[src/rtl/scl_div_pkg.sv]
package scl_div_pkg;
  // default layout of the baud setting
  parameter int unsigned DEF_CFG_W  = 8;
  parameter int unsigned DEF_EXP_W  = 3;
  parameter int unsigned DEF_LIN_W  = 4;
  parameter int unsigned DEF_EXP_LSB = 0;
  parameter int unsigned DEF_LIN_LSB = 3;
  // base intervals per SCL period
  parameter int unsigned DEF_SLOTS  = 10;

  typedef logic [1:0] qtr_idx_t;
endpackage

[src/rtl/scl_pow2_stage.sv]
module scl_pow2_stage #(
  parameter int unsigned EXP_W = 3
) (
  input  logic             clk,
  input  logic             rst_n,
  input  logic             run,
  input  logic [EXP_W-1:0] exp_sel,
  output logic             step
);
  localparam int unsigned CNT_W = 2 ** EXP_W;

  logic [CNT_W-1:0] cnt_q, cnt_d;
  logic [CNT_W-1:0] last_val;

  // last count value = 2^(exp+1)-1, i.e. exp+1 low ones
  always_comb begin
    for (int i = 0; i < CNT_W; i++) begin
      last_val[i] = (i <= int'(exp_sel));
    end
  end

  assign step = run && (cnt_q == last_val);

  always_comb begin
    if (!run)      cnt_d = '0;
    else if (step) cnt_d = '0;
    else           cnt_d = cnt_q + 1'b1;
  end

  always_ff @(posedge clk or negedge rst_n) begin
    if (!rst_n) cnt_q <= '0;
    else        cnt_q <= cnt_d;
  end
endmodule

[src/rtl/scl_lin_stage.sv]
module scl_lin_stage #(
  parameter int unsigned LIN_W = 4
) (
  input  logic             clk,
  input  logic             rst_n,
  input  logic             run,
  input  logic             step,
  input  logic [LIN_W-1:0] lin_sel,
  output logic             base_tick
);
  logic [LIN_W-1:0] cnt_q, cnt_d;
  logic             cnt_en;

  assign base_tick = step && (cnt_q == lin_sel);
  assign cnt_en    = !run || step;

  always_comb begin
    if (!run)           cnt_d = '0;
    else if (base_tick) cnt_d = '0;
    else                cnt_d = cnt_q + 1'b1;
  end

  always_ff @(posedge clk or negedge rst_n) begin
    if (!rst_n)      cnt_q <= '0;
    else if (cnt_en) cnt_q <= cnt_d;
  end
endmodule

[src/rtl/scl_phase_seq.sv]
module scl_phase_seq
  import scl_div_pkg::*;
#(
  parameter int unsigned SLOTS = 10
) (
  input  logic     clk,
  input  logic     rst_n,
  input  logic     run,
  input  logic     base_tick,
  output logic     qtr_tick,
  output qtr_idx_t qtr_idx,
  output logic     scl_level,
  output logic     scl_strobe
);
  localparam int unsigned SLOT_W = $clog2(SLOTS);
  localparam int unsigned B_Q1   = SLOTS / 4;
  localparam int unsigned B_H    = SLOTS / 2;
  localparam int unsigned B_Q3   = B_H + B_Q1;

  logic [SLOT_W-1:0] slot_q, slot_d, slot_nx;
  qtr_idx_t          idx_q, idx_d, idx_new;
  logic              hit;
  logic              tick_q, tick_d;
  logic              strb_q, strb_d;

  assign slot_nx = (slot_q == SLOT_W'(SLOTS - 1)) ? '0 : slot_q + 1'b1;

  always_comb begin
    hit     = 1'b0;
    idx_new = idx_q;
    if (slot_nx == '0) begin
      hit = 1'b1; idx_new = 2'd0;
    end else if (slot_nx == SLOT_W'(B_Q1)) begin
      hit = 1'b1; idx_new = 2'd1;
    end else if (slot_nx == SLOT_W'(B_H)) begin
      hit = 1'b1; idx_new = 2'd2;
    end else if (slot_nx == SLOT_W'(B_Q3)) begin
      hit = 1'b1; idx_new = 2'd3;
    end
  end

  always_comb begin
    if (!run) begin
      slot_d = '0;
      idx_d  = 2'd0;
      tick_d = 1'b0;
      strb_d = 1'b0;
    end else begin
      slot_d = base_tick ? slot_nx : slot_q;
      idx_d  = (base_tick && hit) ? idx_new : idx_q;
      tick_d = base_tick && hit;
      strb_d = base_tick && (slot_nx == '0);
    end
  end

  always_ff @(posedge clk or negedge rst_n) begin
    if (!rst_n) begin
      slot_q <= '0;
      idx_q  <= 2'd0;
      tick_q <= 1'b0;
      strb_q <= 1'b0;
    end else begin
      slot_q <= slot_d;
      idx_q  <= idx_d;
      tick_q <= tick_d;
      strb_q <= strb_d;
    end
  end

  assign qtr_tick   = tick_q;
  assign qtr_idx    = idx_q;
  assign scl_level  = idx_q[1];
  assign scl_strobe = strb_q;
endmodule

[src/rtl/scl_rate_div.sv]
module scl_rate_div
  import scl_div_pkg::*;
#(
  parameter int unsigned CFG_W   = DEF_CFG_W,
  parameter int unsigned EXP_W   = DEF_EXP_W,
  parameter int unsigned LIN_W   = DEF_LIN_W,
  parameter int unsigned EXP_LSB = DEF_EXP_LSB,
  parameter int unsigned LIN_LSB = DEF_LIN_LSB,
  parameter int unsigned SLOTS   = DEF_SLOTS
) (
  input  logic             clk,
  input  logic             rst_n,
  input  logic [CFG_W-1:0] baud_cfg,
  input  logic             div_en,
  output logic             qtr_tick,
  output logic [1:0]       qtr_idx,
  output logic             scl_level,
  output logic             scl_strobe
);
  localparam int unsigned FLD_W = EXP_W + LIN_W;

  logic [EXP_W-1:0] exp_sel;
  logic [LIN_W-1:0] lin_sel;
  logic [FLD_W-1:0] fld_now, fld_q;
  logic             restart, run;
  logic             step, base_tick;
  qtr_idx_t         idx_w;

  assign exp_sel = baud_cfg[EXP_LSB +: EXP_W];
  assign lin_sel = baud_cfg[LIN_LSB +: LIN_W];
  assign fld_now = {lin_sel, exp_sel};

  // a new field value clears every stage for one cycle
  assign restart = (fld_now != fld_q);
  assign run     = div_en && !restart;

  always_ff @(posedge clk or negedge rst_n) begin
    if (!rst_n) fld_q <= '0;
    else        fld_q <= fld_now;
  end

  scl_pow2_stage #(.EXP_W(EXP_W)) u_pow2 (
    .clk     (clk),
    .rst_n   (rst_n),
    .run     (run),
    .exp_sel (exp_sel),
    .step    (step)
  );

  scl_lin_stage #(.LIN_W(LIN_W)) u_lin (
    .clk       (clk),
    .rst_n     (rst_n),
    .run       (run),
    .step      (step),
    .lin_sel   (lin_sel),
    .base_tick (base_tick)
  );

  scl_phase_seq #(.SLOTS(SLOTS)) u_phase (
    .clk        (clk),
    .rst_n      (rst_n),
    .run        (run),
    .base_tick  (base_tick),
    .qtr_tick   (qtr_tick),
    .qtr_idx    (idx_w),
    .scl_level  (scl_level),
    .scl_strobe (scl_strobe)
  );

  assign qtr_idx = idx_w;
endmodule

[config.mk]
export PLATFORM = sky130hd
export DESIGN_NAME = scl_rate_div
export DESIGN_NICKNAME = d
export VERILOG_FILES = /design/src/rtl/scl_div_pkg.sv /design/src/rtl/scl_pow2_stage.sv /design/src/rtl/scl_lin_stage.sv /design/src/rtl/scl_phase_seq.sv /design/src/rtl/scl_rate_div.sv
export SDC_FILE = /design/constraint.sdc
export NUM_CORES = 1
export LEC_CHECK = 0
export BUFFER_PORTS_ARGS = -buffer_cell sky130_fd_sc_hd__buf_4
export CORE_ASPECT_RATIO = 1.1
export CORE_MARGIN = 2
export CORE_UTILIZATION = 58
export DETAILED_ROUTE_END_ITERATION = 10
export GPL_TIMING_DRIVEN = 0
export HOLD_SLACK_MARGIN = 0.05
export PLACE_DENSITY_LB_ADDON = 0.15
export SETUP_SLACK_MARGIN = 0.1
export SLEW_MARGIN = 5
export SYNTH_ARGS = -nofsm -noshare
export SYNTH_HDL_FRONTEND = slang
export SYNTH_HIERARCHICAL = 1
export SYNTH_SLANG_ARGS = --single-unit
[constraint.sdc]
create_clock -name clk -period 3.3 [get_ports clk]
set_input_delay 0.66 -clock clk [delete_from_list [all_inputs] [get_ports clk]]
set_output_delay 0.66 -clock clk [all_outputs]
set_load 0.01 [all_outputs]
==> flow_summary_export.csv <==
group,metric,value,unit
grt,grt_pass1_wl,5210,um
logic_synthesis,synthesis.area,1590,um^2
sta,rsz0062_at_grt,"false",
hold_path,hp-class,"in -> async",
route,routed_wl,2980,um
finish,final_cell_mix,"27 x dfrtp_1, 18 x buf_4, 13 x nand2_1",
route,wl_per_cell,14.4,um
floorplanning,initial_core_util,0.624,
clocking,clock-root-buffer,"clkbuf_4",
power_and_ir_drop,p_leak,0.738,nW
logic_synthesis,ys_top_cells_by_area,"dfrtp_1 43%, xnor2_1 6.6%, xor2_1 4.4%",
clocking,cts_made_buffers,3,
critical_path,crit_path_start_kind,"input pin",
sta,min_period,2.87,ns
clocking,cts_max_level,1,
sta,worst_pin_slew,0.418,ns
logic_synthesis,postSynthCellCount,155,
critical_path,crit_path_end_kind,"flip-flop",
logic_synthesis,ys.warnings.count,6,
floorplanning,die_x,53.9,um
floorplanning,coreArea,2540,um^2
grt,grt_util_all_layers,0.227,
finish,mostFrequentLayoutCell,"dfrtp_1",
finish,design_area,1790,um^2
clocking,cts_buffer_depth,2,
logic_synthesis,synth_seq_cells,27,
floorplanning,rows,19,
grt,grt_max_degree,28,
grt,grt_pass1_vias,1163,
logic_synthesis,syn_nets,168,
route,drt_first_pass_iters,4,
sta,final-setup-viol-count,0,
place,hpwl,2150,um
sta,slew_headroom,0.720,
critical_path,crit_type,"in -> reg",
finish,nets,190,
route,met3_length,75,um
route,wl_met2,1490,um
critical_path,arrival,3.13,ns
power_and_ir_drop,ir_worst_vdd,292,uV
route,wl_met1,1360,um
place,place_congestion,0.773,
route,vias,1183,
route,drc,0,
status,status,"completed",
sta,fin_setup_tns,0,ns
finish,area_delta_synth_final,12.9,%
sta,min_period_over_period,0.871,
clocking,clk_pin_slew_worst_paths,0.16,ns
sta,hold_viol_final,0,
clocking,clkSinkCount,27,
floorplanning,die_area,3170,um^2
sta,slew_violations,0,
logic_synthesis,ys_seq_area_frac,0.426,
clocking,cts_hold_buf,0,
sta,skew,0.0141,ns
clocking,clk_latency,0.34,ns
logic_synthesis,synth_top_area_frac,0.426,
logic_synthesis,synth_top_cell_by_area,"dfrtp_1",
finish,drive_gt1_frac,0.227,
route,viasPerCell,5.71,
floorplanning,ios,16,
critical_path,critPathMaxFanout,8,
logic_synthesis,synth_cell_types,46,
finish,fillers,197,
sta,fmax,348,MHz
route,antenna_left,0,
finish,final_util,0.705,
power_and_ir_drop,power.density,301,nW/um^2
floorplanning,die_y,58.9,um
place,dpl-instance-area,1730,um^2
grt,grt-ovfl-total,0,
grt,antenna_found_initial,0,
route,first_iter_violations,23,
clocking,cts_tree,"yes",
logic_synthesis,synth_area_per_cell,10.2,um^2
place,io_buffers,14,
critical_path,cp.required,3.55,ns
route,top_layer_used,"met4",
finish,n_antenna_cell,0,
run,drv_cap,0,
-- layer usage --
metal / GRT usage / up-vias
met5: 0 / -
met3: 0.0305 / 5
met4: 0.0989 / 0
li1: - / 586
met2: 0.380 / 22
met1: 0.289 / 570
-- state kept, by name, summed over array words and instances, names as in the netlist --
signal              flops
fld_q                   7
u_lin/cnt_q             4
u_phase/qtr_idx         2
u_phase/qtr_tick        1
u_phase/scl_strobe      1
u_phase/slot_q          4
u_pow2/cnt_q            8
-- synth_stat cells (all sizes together) --
| cell type | number |
|---|---|
| or4 | 1 |
| a41oi | 1 |
| nand3 | 3 |
| o21bai | 1 |
| a21o | 1 |
| o41ai | 1 |
| nor3 | 8 |
| o21ai | 4 |
| a21boi | 1 |
| nand2b | 4 |
| o311a | 1 |
| ha | 2 |
| a211oi | 8 |
| o2111ai | 1 |
| nand4 | 3 |
| o21a | 2 |
| nor2b | 4 |
| buf | 5 |
| dfrtp | 27 |
| a2bb2oi | 1 |
| nor4 | 2 |
| and2b | 1 |
| o31a | 1 |
| a22oi | 1 |
| and4bb | 1 |
| o221a | 1 |
| nand2 | 13 |
| and2 | 3 |
| nor3b | 3 |
| xnor2 | 12 |
| mux2 | 1 |
| inv | 7 |
| o22ai | 1 |
| and4b | 1 |
| or3 | 1 |
| a21oi | 5 |
| nor2 | 10 |
| xor2 | 10 |
| and3 | 1 |
| a211o | 1 |
-- cell families (layout without fill, tap and decap cells) --
| family | count (synthesis) | in the layout | synth area share |
|---|---|---|---|
| AND/OR/NAND/NOR | 59 | 59 | 0.221 |
| AO/OA/AOI/OAI | 32 | 32 | 0.154 |
| flip-flops | 27 | 27 | 0.426 |
| XOR/XNOR | 22 | 22 | 0.131 |
| buffers and inverters | 12 | 33 | 0.0457 |
| adder cells (fa/ha/maj) | 2 | 2 | 0.0158 |
| multiplexers | 1 | 1 | 0.00709 |
-- path summary, 6_finish.rpt --
kind                                 start                 end  slack [ns]  cells after the start
setup / recovery               baud_cfg[0]  u_phase/qtr_idx[0]        0.43                     11
hold / removal                       rst_n  u_phase/qtr_idx[1]        0.20                      1
setup reg to reg                  fld_q[0]  u_phase/qtr_idx[0]        0.49                     10
hold reg to reg            u_pow2/cnt_q[0]     u_pow2/cnt_q[0]        0.53                      1
max in group asynchronous            rst_n            fld_q[1]        2.83                      1
min in group clk               baud_cfg[2]            fld_q[2]        0.45                      1
-- through the flow --
step	setup WS [ns]	hold slack, ns	total power [mW]	instances
after global placement	-0.443	0.497	0.390	200
final	0.426	0.197	0.539	207
after global routing	0.292	0.206	0.564	207
after floorplan	0.216	0.364	0.369	155
after CTS	0.160	0.208	0.545	204
after detailed placement	-0.454	0.520	0.393	200
-- final cells by class --
cell class,instances,area [um^2],area share
Tap cell,31,38.8,0.0216
Clock buffer,3,22.5,0.0126
Buffer,5,46.3,0.0258
Sequential cell,27,676,0.377
Timing Repair Buffer,17,128,0.0712
Multi-Input combinational cell,116,848,0.473
Clock inverter,1,7.51,0.00419
Inverter,7,26.3,0.0147
-- repair_timing --
action	in CTS	in global routing
buffers inserted	0	3
endpoints found under the setup margin	5	4
endpoints found under the hold margin	0	0
gates resized for setup	1	1
pin swaps	1	2
-- where the power goes --
group / internal, mW / switching, mW
Combinational: 0.0216 / 0.0278
Clock: 0.0465 / 0.106
Sequential: 0.335 / 0.00213
Total: 0.403 / 0.135
-- worst max-delay path, cell delays in order --
cell	delay, ns
buf_4	0.15
xnor2_1	0.15
nand4_1	0.16
nor2_4	0.17
o2111ai_1	0.18
nor4_4	0.40
and2_2	0.31
and2_1	0.29
inv_1	0.09
o311a_1	0.33
o221a_1	0.22
No activity file was read; power rests on OpenSTA's default activity.
